[src/rtl/itf_pkg.sv]
package itf_pkg;
    localparam int WORD_W    = 64;
    localparam int LIVE_BITS = 55;
    localparam int IDX_W     = $clog2(WORD_W);
    localparam int EC_W      = 6;
    localparam int LVL_W     = 2;
    localparam int FEAT_N    = 5;

    localparam logic [EC_W-1:0]  EC_SYSINSN = 6'h18;
    localparam logic [EC_W-1:0]  EC_SUPCALL = 6'h15;
    localparam logic [EC_W-1:0]  EC_EXCRET  = 6'h1A;
    localparam logic [LVL_W-1:0] LVL_HYP    = 2'd2;

    localparam int FT_RANGE   = 0;
    localparam int FT_OSH     = 1;
    localparam int FT_ATPRIV  = 2;
    localparam int FT_PREDR   = 3;
    localparam int FT_PERSIST = 4;

    typedef enum logic [1:0] {
        COV_EL1      = 2'd0,
        COV_BOTH     = 2'd1,
        COV_EL0_WIDE = 2'd2
    } cover_e;

    typedef enum logic [1:0] {
        ST_IDLE = 2'd0,
        ST_FIRE = 2'd1,
        ST_HOLD = 2'd2
    } seq_state_e;

    function automatic cover_e cover_of(input int idx);
        case (idx)
            54, 50, 49, 48, 11, 10, 9, 8, 7: cover_of = COV_BOTH;
            52:                              cover_of = COV_EL0_WIDE;
            default:                         cover_of = COV_EL1;
        endcase
    endfunction

    function automatic logic [EC_W-1:0] code_of(input int idx);
        case (idx)
            53, 52:  code_of = EC_SUPCALL;
            51:      code_of = EC_EXCRET;
            default: code_of = EC_SYSINSN;
        endcase
    endfunction

    function automatic logic [WORD_W-1:0] keep_mask(input logic [FEAT_N-1:0] f);
        logic [WORD_W-1:0] m;
        m = '0;
        m[LIVE_BITS-1:0] = '1;
        if (!f[FT_RANGE]) begin
            m[41:34] = '0;
            m[27:24] = '0;
        end
        if (!f[FT_OSH])     m[27:18] = '0;
        if (!f[FT_ATPRIV])  m[17:16] = '0;
        if (!f[FT_PREDR])   m[50:48] = '0;
        if (!f[FT_PERSIST]) m[9]     = 1'b0;
        return m;
    endfunction
endpackage

[src/rtl/itf_ctl_reg.sv]
module itf_ctl_reg
    import itf_pkg::*;
(
    input  logic              clk,
    input  logic              rst_n,
    input  logic              wr_en,
    input  logic [WORD_W-1:0] wr_data,
    input  logic [FEAT_N-1:0] feat,
    output logic [WORD_W-1:0] word_eff
);
    logic [WORD_W-1:0] word_q;
    logic [WORD_W-1:0] keep;

    assign keep     = keep_mask(feat);
    assign word_eff = word_q & keep;

    always_ff @(posedge clk or negedge rst_n) begin
        if (!rst_n)
            word_q <= '0;
        else if (wr_en)
            word_q <= wr_data & keep;
    end

    AST_RSVD_ZERO: assert property (@(posedge clk) disable iff (!rst_n)
        word_eff[WORD_W-1:LIVE_BITS] == '0);

    AST_ATPRIV_GATED: assert property (@(posedge clk) disable iff (!rst_n)
        !feat[FT_ATPRIV] |-> word_eff[17:16] == 2'b00);
endmodule

[src/rtl/itf_qualify.sv]
module itf_qualify
    import itf_pkg::*;
(
    input  logic [WORD_W-1:0] word,
    input  logic              req_valid,
    input  logic [IDX_W-1:0]  req_class,
    input  logic [LVL_W-1:0]  req_level,
    input  logic              el1_wide,
    input  logic              hyp_impl,
    input  logic              hyp_on_sec,
    input  logic              host_e2h,
    input  logic              host_tge,
    input  logic              outer_present,
    input  logic              outer_trap_en,
    input  logic              hi_prio_exc,
    output logic              hit,
    output logic [EC_W-1:0]   code
);
    logic              at_el0, at_el1, host_mode, gate_ok, in_range;
    logic [WORD_W-1:0] elig;
    logic [EC_W-1:0]   code_tab [WORD_W];

    assign at_el0    = (req_level == 2'd0);
    assign at_el1    = (req_level == 2'd1);
    assign host_mode = host_e2h & host_tge;
    assign gate_ok   = hyp_impl & hyp_on_sec & (!outer_present | outer_trap_en);
    assign in_range  = (int'(req_class) < LIVE_BITS);

    for (genvar i = 0; i < WORD_W; i++) begin : g_bit
        if (i >= LIVE_BITS) begin : g_rsvd
            assign elig[i] = 1'b0;
        end else begin : g_live
            localparam cover_e COV = cover_of(i);
            if (COV == COV_BOTH) begin : g_both
                assign elig[i] = (at_el0 | at_el1) & !host_mode;
            end else if (COV == COV_EL0_WIDE) begin : g_el0w
                assign elig[i] = at_el0 & el1_wide & !host_mode;
            end else begin : g_el1
                assign elig[i] = at_el1;
            end
        end
        assign code_tab[i] = code_of(i);
    end

    always_comb begin
        hit  = req_valid & in_range & gate_ok & !hi_prio_exc
             & word[req_class] & elig[req_class];
        code = code_tab[req_class];
    end
endmodule

[src/rtl/itf_seq.sv]
module itf_seq
    import itf_pkg::*;
(
    input  logic             clk,
    input  logic             rst_n,
    input  logic             req_valid,
    input  logic             hit,
    input  logic [EC_W-1:0]  code,
    output logic             trap_pulse,
    output logic [LVL_W-1:0] trap_target,
    output logic [EC_W-1:0]  trap_class
);
    seq_state_e state_q, state_d;

    always_ff @(posedge clk or negedge rst_n) begin
        if (!rst_n) state_q <= ST_IDLE;
        else        state_q <= state_d;
    end

    always_comb begin
        state_d = state_q;
        unique case (state_q)
            ST_IDLE: if (hit)        state_d = ST_FIRE;
            ST_FIRE: state_d = req_valid ? ST_HOLD : ST_IDLE;
            ST_HOLD: if (!req_valid) state_d = ST_IDLE;
            default: state_d = ST_IDLE;
        endcase
    end

    always_ff @(posedge clk or negedge rst_n) begin
        if (!rst_n)
            trap_class <= '0;
        else if (state_q == ST_IDLE && hit)
            trap_class <= code;
    end

    assign trap_pulse  = (state_q == ST_FIRE);
    assign trap_target = trap_pulse ? LVL_HYP : '0;

    AST_ONE_PULSE: assert property (@(posedge clk) disable iff (!rst_n)
        trap_pulse |=> !trap_pulse);

    AST_CLASS_HOLD: assert property (@(posedge clk) disable iff (!rst_n)
        !trap_pulse |-> $stable(trap_class));

    AST_TARGET_HYP: assert property (@(posedge clk) disable iff (!rst_n)
        trap_pulse |-> trap_target == LVL_HYP);
endmodule

[src/rtl/instr_trap_filter.sv]
module instr_trap_filter
    import itf_pkg::*;
(
    input  logic        clk,
    input  logic        rst_n,
    input  logic        ctl_wr_en,
    input  logic [63:0] ctl_wr_data,
    input  logic [4:0]  feat_avail,
    output logic [63:0] ctl_rd_data,
    input  logic        req_valid,
    input  logic [5:0]  req_class,
    input  logic [1:0]  req_level,
    input  logic        el1_wide,
    input  logic        hyp_impl,
    input  logic        hyp_on_sec,
    input  logic        host_e2h,
    input  logic        host_tge,
    input  logic        outer_present,
    input  logic        outer_trap_en,
    input  logic        hi_prio_exc,
    output logic        trap_pulse,
    output logic [1:0]  trap_target,
    output logic [5:0]  trap_class
);
    logic            hit;
    logic [EC_W-1:0] code;

    itf_ctl_reg u_ctl (
        .clk      (clk),
        .rst_n    (rst_n),
        .wr_en    (ctl_wr_en),
        .wr_data  (ctl_wr_data),
        .feat     (feat_avail),
        .word_eff (ctl_rd_data)
    );

    itf_qualify u_qual (
        .word          (ctl_rd_data),
        .req_valid     (req_valid),
        .req_class     (req_class),
        .req_level     (req_level),
        .el1_wide      (el1_wide),
        .hyp_impl      (hyp_impl),
        .hyp_on_sec    (hyp_on_sec),
        .host_e2h      (host_e2h),
        .host_tge      (host_tge),
        .outer_present (outer_present),
        .outer_trap_en (outer_trap_en),
        .hi_prio_exc   (hi_prio_exc),
        .hit           (hit),
        .code          (code)
    );

    itf_seq u_seq (
        .clk         (clk),
        .rst_n       (rst_n),
        .req_valid   (req_valid),
        .hit         (hit),
        .code        (code),
        .trap_pulse  (trap_pulse),
        .trap_target (trap_target),
        .trap_class  (trap_class)
    );

    AST_HIPRI_SUPPRESS: assert property (@(posedge clk) disable iff (!rst_n)
        hi_prio_exc |=> !trap_pulse);

    AST_HOST_EL0: assert property (@(posedge clk) disable iff (!rst_n)
        (req_level == 2'd0 && host_e2h && host_tge) |=> !trap_pulse);

    AST_UPPER_LEVEL: assert property (@(posedge clk) disable iff (!rst_n)
        req_level[1] |=> !trap_pulse);

    AST_GATE_OFF: assert property (@(posedge clk) disable iff (!rst_n)
        (!hyp_impl || !hyp_on_sec || (outer_present && !outer_trap_en)) |=> !trap_pulse);

    AST_CLASS_RANGE: assert property (@(posedge clk) disable iff (!rst_n)
        (int'(req_class) >= LIVE_BITS) |=> !trap_pulse);
endmodule

[config.mk]
export PLATFORM = sky130hd
export DESIGN_NAME = instr_trap_filter
export DESIGN_NICKNAME = d
export VERILOG_FILES = /design/src/rtl/itf_pkg.sv /design/src/rtl/itf_ctl_reg.sv /design/src/rtl/itf_qualify.sv /design/src/rtl/itf_seq.sv /design/src/rtl/instr_trap_filter.sv
export SDC_FILE = /design/constraint.sdc
export NUM_CORES = 1
export LEC_CHECK = 0
export CORE_UTILIZATION = 43
export CTS_BUF_LIST = sky130_fd_sc_hd__clkbuf_4
export DETAILED_ROUTE_END_ITERATION = 6
export GPL_TIMING_DRIVEN = 0
export PLACE_DENSITY = 0.82
export RECOVER_POWER = 25
export SETUP_SLACK_MARGIN = 0.4
export SLEW_MARGIN = 15
export SYNTH_ARGS = -nofsm -noshare
export SYNTH_HDL_FRONTEND = slang
export SYNTH_SLANG_ARGS = --single-unit
[constraint.sdc]
create_clock -name clk -period 2.61 [get_ports clk]
set_input_delay 0.783 -clock clk [delete_from_list [all_inputs] [get_ports clk]]
set_output_delay 0.783 -clock clk [all_outputs]
set_load 0.1 [all_outputs]
==> impl_metrics.json, run 1 <==
{
  "drive_above_1_share_pct": 46.0,
  "cts_made_buffers": 9,
  "internal_power_uw": 1770,
  "cts_max_path_buffers": 2,
  "drt-total-wl_um": 10600,
  "maxSlewHeadroom_pct": -2.59,
  "finalSetupViolations": 0,
  "critPathCaptureType": "register",
  "rsz0062_at_grt": "yes",
  "synth_commonest_cells": "dfrtp_1 (61), buf_4 (46), mux2_2 (36)",
  "dp_hpwl_um": 7590,
  "wl_per_cell_um": 16.6,
  "syn_inst": 357,
  "cts-root-buf": "clkbuf_4",
  "grt_pass1_vias": 3353,
  "switchingPower_uw": 1330,
  "grt_max_degree": 62,
  "period_share_pct": 89.1,
  "p_leak_uw": 0.00262,
  "drt-met1-wl_um": 4300,
  "cts.sinks": 61,
  "switching_share_pct": 42.9,
  "status": "complete, but fails checks",
  "cp.arrival_ns": 2.62,
  "dpl_cell_area_mm2": 0.00533,
  "critPathMaxFanout": 5,
  "cts_hold_buffers": 0,
  "synthTopCellsByArea": "dfrtp_1 (42%), mux2_2 (11%), buf_4 (9.6%)",
  "synth_flop_cell": "dfrtp_1",
  "post-route-cell-area_mm2": 0.00574,
  "top_level_ports": 162,
  "clkTransAtPathRegs_ns": 0.09,
  "finClkSkew_ns": 0.0167,
  "final_antenna_net_count": 0,
  "cap_violations": 1,
  "fillCellCount": 606,
  "ir_drop_mv": 0.309,
  "initial_core_util_pct": 44.1,
  "hold_viol": 0,
  "tightest_slew_ns": 1.54,
  "async_flop_share_pct": 100,
  "die_w_um": 93.6,
  "ys_seq_area_share_pct": 42.3,
  "critical_path.cell_chain": "buf_12 -> clkbuf_16 -> mux2i_1 -> o221ai_1 -> a31o_1 -> a21o_1 -> a221oi_4 -> mux2_4",
  "track_usage_pct": 24.7,
  "wl_met2_um": 5270,
  "worstPathRequired_ns": 2.91,
  "gp_congestion": 0.870,
  "drc_errors": 0,
  "port_buffers": 136,
  "hold_path_class": "reg -> reg",
  "vias": 3312,
  "fmax_mhz": 430,
  "cp_slowest_cell": "a221oi_4",
  "powerDensity_mw_per_mm2": 540,
  "drv_slew": 62,
  "synth_top_area_cell": "dfrtp_1",
  "ys_types": 49,
  "dr.max_layer_used": "met4",
  "synth_seq_cells": 61,
  "insertion_delay_ns": 0.42,
  "start_kind": "input port",
  "pwr-share-comb_pct": 43.7,
  "slowest_delay_ns": 0.41,
  "synth.yosys.warnings": 0,
  "num-nets-final": 621,
  "grt-ovfl-total": 0,
  "design.core.area_mm2": 0.00818,
  "yosysMostFrequentCell": "dfrtp_1",
  "die_area_mm2": 0.00875,
  "tritoncts": "yes",
  "drt_iter0_markers": 164,
  "synth_top_area_share_pct": 42.3,
  "post_drt_via_cell_ratio": 5.16,
  "clkPwrFrac_pct": 20.9,
  "htreeDepth": 3,
  "route.met3.wl_um": 798,
  "rows": 33,
  "antenna_found_initial": 0,
  "die_h_um": 93.6,
  "n_antenna_cell": 0,
  "syn_area_mm2": 0.00360,
  "syn_area_per_cell_um2": 10.1,
  "area_growth_pct": 59.2,
  "synth_edf_count": 0,
  "seq_power_share_pct": 35.4,
  "path_buf_inv": 2,
  "critPathTopFamily": "compound AO/OA/AOI/OAI gates",
  "grt_pass1_wl_um": 16600,
  "fin_hold_ws_ns": 0.484,
  "path_class": "in -> reg",
  "violations": "capacitance limit, slew limit",
  "drt_pass1_iterations": 5,
  "fin_crit_ns": 2.32
}
==> layer usage <==
metal	vias up	track usage, %
li1	1536	-
met4	0	10.8
met1	1604	29.6
met3	25	5.20
met2	147	42.8
met5	-	0
==> what timing repair did <==
item / 4_1_cts / 5_1_grt
buffers inserted: 11 / 4
pin swaps: 12 / 6
endpoints found under the setup margin: 67 / 20
cloned: 1 / 2
hold endpoints to repair: 0 / 0
gates resized for setup: 425 / 27
==> path summary, 6_finish.rpt <==
| check | start | end | slack, ns | depth (start not counted) |
|---|---|---|---|---|
| hold reg to reg | u_seq.trap_class[4]$_DFFE_PN0P_ | u_seq.trap_class[4]$_DFFE_PN0P_ | 0.48 | 1 |
| setup reg to reg | u_ctl.word_q[1]$_DFFE_PN0P_ | u_seq.trap_class[3]$_DFFE_PN0P_ | 0.47 | 6 |
| hold / removal | u_seq.trap_class[4]$_DFFE_PN0P_ | u_seq.trap_class[4]$_DFFE_PN0P_ | 0.48 | 1 |
| max in group asynchronous | rst_n | u_ctl.word_q[44]$_DFFE_PN0P_ | 0.95 | 1 |
| setup / recovery | req_class[0] | u_seq.trap_class[3]$_DFFE_PN0P_ | 0.29 | 8 |
| min in group asynchronous | rst_n | u_ctl.word_q[23]$_DFFE_PN0P_ | 0.73 | 1 |
==> flip-flops by register name, summed over array words and instances (netlist names) <==
register	cells
u_seq.state_q	2
u_ctl.word_q	55
u_seq.trap_class	4
==> power by group through the flow <==
| stage | Sequential [µW] | Combinational [µW] | Clock, µW |
|---|---|---|---|
| final | 1100 | 1350 | 648 |
| after detailed placement | 1110 | 1330 | 0 |
| after global placement | 1110 | 1310 | 0 |
| after floorplan | 1150 | 927 | 0 |
| after CTS | 1100 | 1330 | 661 |
| after global routing | 1110 | 1410 | 699 |
==> cell type report <==
class / count / area (µm²) / area share, %
plain buffers: 65 / 554 / 9.66
multi-input cells: 212 / 1790 / 31.2
repair buffers: 154 / 1500 / 26.1
inverters: 29 / 111 / 1.94
clock buffers: 10 / 75.1 / 1.31
clock inverters: 6 / 53.8 / 0.937
well taps: 105 / 131 / 2.29
flip-flops and latches: 61 / 1530 / 26.6
==> worst register-to-register path: cells and delay by family (launching register included) <==
family | cells | cell delay [ns]
and+or+nand+nor | 2 | 0.27
muxes | 2 | 0.89
AOI/OAI and AO/OA | 2 | 0.47
DFF | 1 | 0.41
==> layout by cell type, fill, tap and decap left out, types with 9 or more instances in the layout <==
master | netlist | final
clkbuf_4 | 0 | 11
buf_2 | 0 | 33
dfrtp_1 | 61 | 61
and2_2 | 0 | 11
mux2i_1 | 12 | 11
mux2_2 | 36 | 36
buf_12 | 1 | 15
and2_4 | 0 | 9
nand2_1 | 14 | 9
o21ai_0 | 24 | 23
dlygate4sd2_1 | 0 | 10
inv_1 | 29 | 27
clkbuf_1 | 17 | 10
conb_1 | 1 | 11
nand3_1 | 27 | 26
clkdlybuf4s50_1 | 0 | 57
buf_4 | 46 | 63
==> logic make-up after synthesis <==
| kind of cell | after synthesis | synth area share [%] |
|---|---|---|
| compound gates | 55 | 10.2 |
| buf+inv | 94 | 15.2 |
| flops | 61 | 42.3 |
| mux | 54 | 17.9 |
| other cells | 1 | 0.104 |
| simple gates | 92 | 14.2 |
==> metrics by stage <==
stage	total power, µW	util, %	TNS (ns)	setup WS, ns	instances
floorplan	2080	-	0	0.141	367
global placement	2420	65.3	-91.24	-1.14	608
detailed placement	2440	65.2	-23.15	-1.16	608
CTS	3080	68.5	0	0.317	636
global route	3220	70.2	0	0.228	642
finish	3100	70.2	0	0.285	642
No activity file was read; power rests on OpenSTA's default activity.
==> run 2: changes to the inputs <==
==> constraint.sdc (replaced) <==
create_clock -name clk -period 2.4 [get_ports clk]
set_input_delay 0.72 -clock clk [delete_from_list [all_inputs] [get_ports clk]]
set_output_delay 0.72 -clock clk [all_outputs]
set_load 0.1 [all_outputs]
==> impl_metrics.json, run 2 (same netlist as run 1, synthesis figures left out) <==
{
  "rows": 33,
  "final_antenna_net_count": 0,
  "reg2reg_from": "u_seq.state_q[1]$_DFFE_PN0P_",
  "top_regs": "u_ctl.word_q (55), u_seq.trap_class (4), u_seq.state_q (2)",
  "critPathCaptureType": "register",
  "largest_reg_flops": 55,
  "initial_core_util_pct": 44.1,
  "tritoncts": "yes",
  "pwr-share-comb_pct": 42.1,
  "drc_errors": 0,
  "cp_common_cell": "buf_12",
  "finalPower_uw": 3690,
  "cp.arrival_ns": 2.60,
  "cts_max_path_buffers": 2,
  "die_area_mm2": 0.00875,
  "hold_viol": 0,
  "drv_slew": 61,
  "cap_violations": 1,
  "min_to": "u_seq.trap_class[4]$_DFFE_PN0P_",
  "critPathTopFamily": "compound AO/OA/AOI/OAI gates",
  "top_level_ports": 162,
  "final_cells": 650,
  "top_register": "u_ctl.word_q",
  "violations": "capacitance limit, slew limit",
  "hold_path_depth": 1,
  "dp_hpwl_um": 7460,
  "drt-total-wl_um": 11300,
  "fillCellCount": 570,
  "cts_hold_buffers": 0,
  "grt_max_degree": 62,
  "start_kind": "input port",
  "timing.setup.tns_ns": 0,
  "slowest_delay_ns": 0.41,
  "die_h_um": 93.6,
  "htreeDepth": 3,
  "antenna_found_initial": 0,
  "multiInputGateArea_mm2": 0.00182,
  "layout_setup_ws_ns": 0.0956,
  "fmax_mhz": 434,
  "grt_pass1_wl_um": 17200,
  "cts-root-buf": "clkbuf_4",
  "switching_share_pct": 39.9,
  "post_drt_via_cell_ratio": 5.22,
  "clkTransAtPathRegs_ns": 0.09,
  "critPathMaxFanout": 5,
  "gp_congestion": 0.889,
  "tightest_slew_ns": 1.51,
  "regToRegEndpoint": "u_seq.trap_class[3]$_DFFE_PN0P_",
  "worstPathRequired_ns": 2.70,
  "internal_power_uw": 2220,
  "wl_per_cell_um": 17.4,
  "seq_power_share_pct": 32.5,
  "drt_iter0_markers": 239,
  "use_met1_pct": 31.5,
  "maxSlewHeadroom_pct": -0.348,
  "drt_pass1_iterations": 5,
  "rsz0062_at_grt": "yes",
  "switchingPower_uw": 1470,
  "rrSetupSlack_ns": 0.19,
  "grtUsageMet3_pct": 7.32,
  "worstHoldStart": "u_seq.trap_class[4]$_DFFE_PN0P_",
  "finalSetupViolations": 0,
  "register_area_mm2": 0.00153,
  "layout_commonest_cell": "buf_4",
  "top_usage_layer": "met2",
  "grt_pass1_vias": 3492,
  "cts.sinks": 61,
  "critical_path.cell_chain": "buf_12 -> buf_12 -> buf_12 -> mux2i_4 -> o221ai_2 -> a31o_1 -> a21o_1 -> a221oi_4 -> mux2_4",
  "ir_drop_mv": 0.526,
  "rr_worst_depth": 6,
  "die_w_um": 93.6,
  "drive_above_1_share_pct": 47.9,
  "period_share_pct": 96.0,
  "cts_made_buffers": 9,
  "area_growth_pct": 68.7,
  "cp_slowest_cell": "a221oi_4",
  "n_antenna_cell": 0,
  "powerDensity_mw_per_mm2": 607,
  "dp_slack_ns": -1.25,
  "finClkSkew_ns": 0.0221,
  "track_usage_pct": 26.1,
  "port_buffers": 136,
  "clkPwrFrac_pct": 25.4,
  "fin_crit_ns": 2.30,
  "placedCellCount": 608,
  "status": "complete, but fails checks",
  "vias": 3390,
  "path_buf_inv": 3,
  "design.core.area_mm2": 0.00818,
  "hold_path_class": "reg -> reg",
  "grt_use_met2_pct": 43.4,
  "insertion_delay_ns": 0.42,
  "path_class": "in -> reg",
  "num-nets-final": 629,
  "final_cell_mix": "buf_4 (93), dfrtp_1 (60), clkdlybuf4s50_1 (57), mux2_2 (36), inv_1 (27)",
  "p_leak_uw": 0.00276,
  "grt-ovfl-total": 0
}
[run 2: cell count changes in the layout (fill, tap and decap cells not counted), moves of 3 or more]
cell             change
buf_12              +10
clkdlybuf4s15_2      -4
clkinv_2             -3
and2_4               +8
and2_2               -8
buf_2               -26
buf_4               +30
[run 2: timing repair]
| item | 4_1_cts | 5_1_grt |
|---|---|---|
| setup endpoints to repair | 67 | 27 |
| pin swaps | 18 | 4 |
| gates resized for setup | 499 | 23 |
| setup buffers | 18 | 4 |
| gates cloned | 4 | 0 |
[run 2: layer usage]
layer	wire [µm]	up-vias
li1	-	1552
met1	4400	1633
met2	5670	171
met3	871	34
met4	342	0
met5	0	-
[run 2: worst max-delay path by stage]
stage / startpoint / endpoint / slack, ns / cells past startpoint
after detailed placement: feat_avail[0] / ctl_rd_data[41] / -1.25 / 5
final: req_class[0] / u_seq.trap_class[3]$_DFFE_PN0P_ / 0.1 / 9
after CTS: req_class[0] / u_seq.trap_class[3]$_DFFE_PN0P_ / 0.17 / 9
after global routing: req_class[0] / u_seq.trap_class[2]$_DFFE_PN0P_ / 0.08 / 10
after floorplan: req_class[0] / u_seq.trap_class[1]$_DFFE_PN0P_ / -0.006 / 8
after global placement: rst_n / u_seq.trap_class[2]$_DFFE_PN0P_ / -1.50 / 1
[run 2: final cells by class]
cell class / instances / share of cell area, %
buffer: 65 / 9.34
multi-input combinational: 212 / 30.0
timing repair buffer: 162 / 28.5
tap: 105 / 2.16
inverter: 29 / 1.87
sequential: 61 / 25.1
clock buffer: 11 / 1.36
clock inverter: 5 / 1.63
[run 2: through the flow]
| step | utilization [%] | hold slack [ns] | cell area, µm² |
|---|---|---|---|
| CTS | 73.2 | 0.390 | 5980 |
| finish | 74.4 | 0.481 | 6080 |
| detailed placement | 65.6 | 0.457 | 5360 |
| floorplan | - | 0.424 | 3870 |
| global route | 74.4 | 0.499 | 6080 |
| global placement | 65.6 | 0.450 | 5360 |
[run 2: worst reg2reg max path: cells and delay by family (launching register included)]
kind            cells  cell delay, ns
compound gates      2            0.40
flops               1            0.44
mux                 1            0.32
simple gates        3            0.91
[run 2: power groups by stage]
stage	clock, µW	combinational [µW]	sequential [µW]
4_1_cts	941	1520	1190
5_1_grt	999	1610	1210
3_3_place_gp	0	1430	1200
6_report	938	1550	1200
2_1_floorplan	0	1020	1250
3_5_place_dp	0	1450	1210
==> run 3: changes to the inputs <==
==> constraint.sdc (replaced) <==
create_clock -name clk -period 2.26 [get_ports clk]
set_input_delay 0.678 -clock clk [delete_from_list [all_inputs] [get_ports clk]]
set_output_delay 0.678 -clock clk [all_outputs]
set_load 0.1 [all_outputs]
==> impl_metrics.json, run 3 (same netlist as run 1, synthesis figures left out) <==
{
  "status": "complete, but fails checks",
  "violations": "capacitance limit, slew limit",
  "tightest_slew_ns": 1.53,
  "final_antenna_net_count": 0,
  "fmax_mhz": 449,
  "tritoncts": "yes",
  "period_share_pct": 98.6,
  "num-nets-final": 631,
  "largest_reg_flops": 55,
  "cts.sinks": 61,
  "reg2reg_from": "u_ctl.word_q[1]$_DFFE_PN0P_",
  "start_kind": "input port",
  "grt_pass1_vias": 3594,
  "rsz0062_at_grt": "yes",
  "gp_congestion": 0.866,
  "drc_errors": 0,
  "top_register": "u_ctl.word_q",
  "drv_slew": 62,
  "powerDensity_mw_per_mm2": 610,
  "layout_commonest_cell": "dfrtp_1",
  "timing.setup.tns_ns": 0,
  "rrSetupSlack_ns": 0.07,
  "finalSetupViolations": 0,
  "dp_hpwl_um": 7550,
  "area_growth_pct": 82.3,
  "hold_viol": 0,
  "hold_path_class": "reg -> reg",
  "grt_max_degree": 62,
  "cts_max_path_buffers": 2,
  "fin_hold_ws_ns": 0.483,
  "grt_pass1_wl_um": 17700,
  "vias": 3383,
  "drt_pass1_iterations": 6,
  "final_cell_mix": "dfrtp_1 (59), clkdlybuf4s50_1 (57), buf_12 (55), buf_4 (47), mux2_2 (36)",
  "path_class": "in -> reg",
  "n_antenna_cell": 0,
  "cts_made_buffers": 9,
  "die_area_mm2": 0.00875,
  "finClkSkew_ns": 0.0132,
  "drt_iter0_markers": 202,
  "finish.utilization_pct": 80.4,
  "design.core.area_mm2": 0.00818,
  "worstPathRequired_ns": 2.58,
  "track_usage_pct": 27.1,
  "port_buffers": 136,
  "dpl_cell_area_mm2": 0.00539,
  "cap_violations": 1,
  "grt-ovfl-total": 0,
  "cp.arrival_ns": 2.55,
  "htreeDepth": 3,
  "top_regs": "u_ctl.word_q (55), u_seq.trap_class (4), u_seq.state_q (2)",
  "initial_core_util_pct": 44.1,
  "regToRegEndpoint": "u_seq.trap_class[2]$_DFFE_PN0P_",
  "rows": 33,
  "endpoint": "u_seq.trap_class[1]$_DFFE_PN0P_",
  "top_level_ports": 162,
  "die_h_um": 93.6,
  "cp-startpoint": "req_class[0]",
  "maxSlewHeadroom_pct": -1.91,
  "critPathCaptureType": "register",
  "insertion_delay_ns": 0.44,
  "drive_above_1_share_pct": 49.0,
  "rr_worst_depth": 7,
  "antenna_found_initial": 0,
  "critPathMaxFanout": 5,
  "die_w_um": 93.6,
  "post_drt_via_cell_ratio": 5.19,
  "p_leak_uw": 0.00293,
  "wl_per_cell_um": 18.0,
  "ir_drop_mv": 0.565,
  "clkTransAtPathRegs_ns": 0.09,
  "fin_crit_ns": 2.23,
  "drt-total-wl_um": 11700,
  "post-route-cell-area_mm2": 0.00657,
  "cts-root-buf": "clkbuf_4"
}
run 3: cell types whose count changed in the layout (fill, tap and decap cells not counted), sizes merged:
cell | previous run | this run
buf | 141 | 142
clkbuf | 30 | 29
clkinv | 2 | 4
bufbuf | 0 | 1
bufinv | 3 | 2
run 3: stage by stage:
stage | power (µW) | std cells | setup slack [ns]
after floorplan | 2410 | 367 | -0.0945
after global placement | 2810 | 608 | -1.62
after detailed placement | 2830 | 608 | -1.30
after CTS | 3830 | 645 | 0.0967
after global routing | 4150 | 652 | -0.0216
final | 4010 | 652 | 0.0309
run 3: cell type report:
| cell class | instances | area (µm²) |
|---|---|---|
| clock inverter | 6 | 77.6 |
| multi-input combinational | 212 | 1840 |
| buffer | 65 | 657 |
| sequential | 61 | 1530 |
| inverter | 29 | 111 |
| clock buffer | 10 | 75.1 |
| tap | 105 | 131 |
| fill | 462 | 1610 |
| timing repair buffer | 164 | 2150 |
run 3: report_power, final:
group | internal (µW) | total [µW] | leakage, µW | switching, µW
clock | 450 | 867 | 0.0000852 | 417
combinational | 760 | 1860 | 0.00209 | 1100
sequential | 1190 | 1280 | 0.000753 | 89.9
run 3: what timing repair did:
| action | CTS | global route |
|---|---|---|
| pin swaps | 17 | 15 |
| gates resized for setup | 551 | 95 |
| hold buffers | 0 | 0 |
| setup buffers | 18 | 7 |
| setup endpoints to repair | 67 | 66 |
| gates cloned | 3 | 0 |
run 3: critical path, cell delays in order:
cell and delay (ns):
buf_12 0.12, buf_12 0.13, buf_12 0.13, buf_4 0.14, mux2i_2 0.15, a311o_1 0.41
nor4b_4 0.34, a221oi_4 0.13, mux2_4 0.32
run 3: worst min path at each step:
stage          cells after the start                            start                               to  slack, ns
2_1_floorplan                      0                            rst_n      u_ctl.word_q[0]$_DFFE_PN0P_       0.38
3_3_place_gp                       1  u_seq.trap_class[4]$_DFFE_PN0P_  u_seq.trap_class[4]$_DFFE_PN0P_       0.45
3_5_place_dp                       1  u_seq.trap_class[4]$_DFFE_PN0P_  u_seq.trap_class[4]$_DFFE_PN0P_       0.46
4_1_cts                            1                            rst_n     u_ctl.word_q[35]$_DFFE_PN0P_       0.36
5_1_grt                            1  u_seq.trap_class[4]$_DFFE_PN0P_  u_seq.trap_class[4]$_DFFE_PN0P_       0.53
6_report                           1  u_seq.trap_class[4]$_DFFE_PN0P_  u_seq.trap_class[4]$_DFFE_PN0P_       0.48
run 3: per-layer routing:
metal  global-route usage [%]  vias up  share of wire [%]
met1                     30.9     1639                 37
met3                     6.99       27                8.0
li1                         -     1557                  -
met2                     47.5      160                 52
met5                        0        -                  0
met4                     12.1        0                2.1
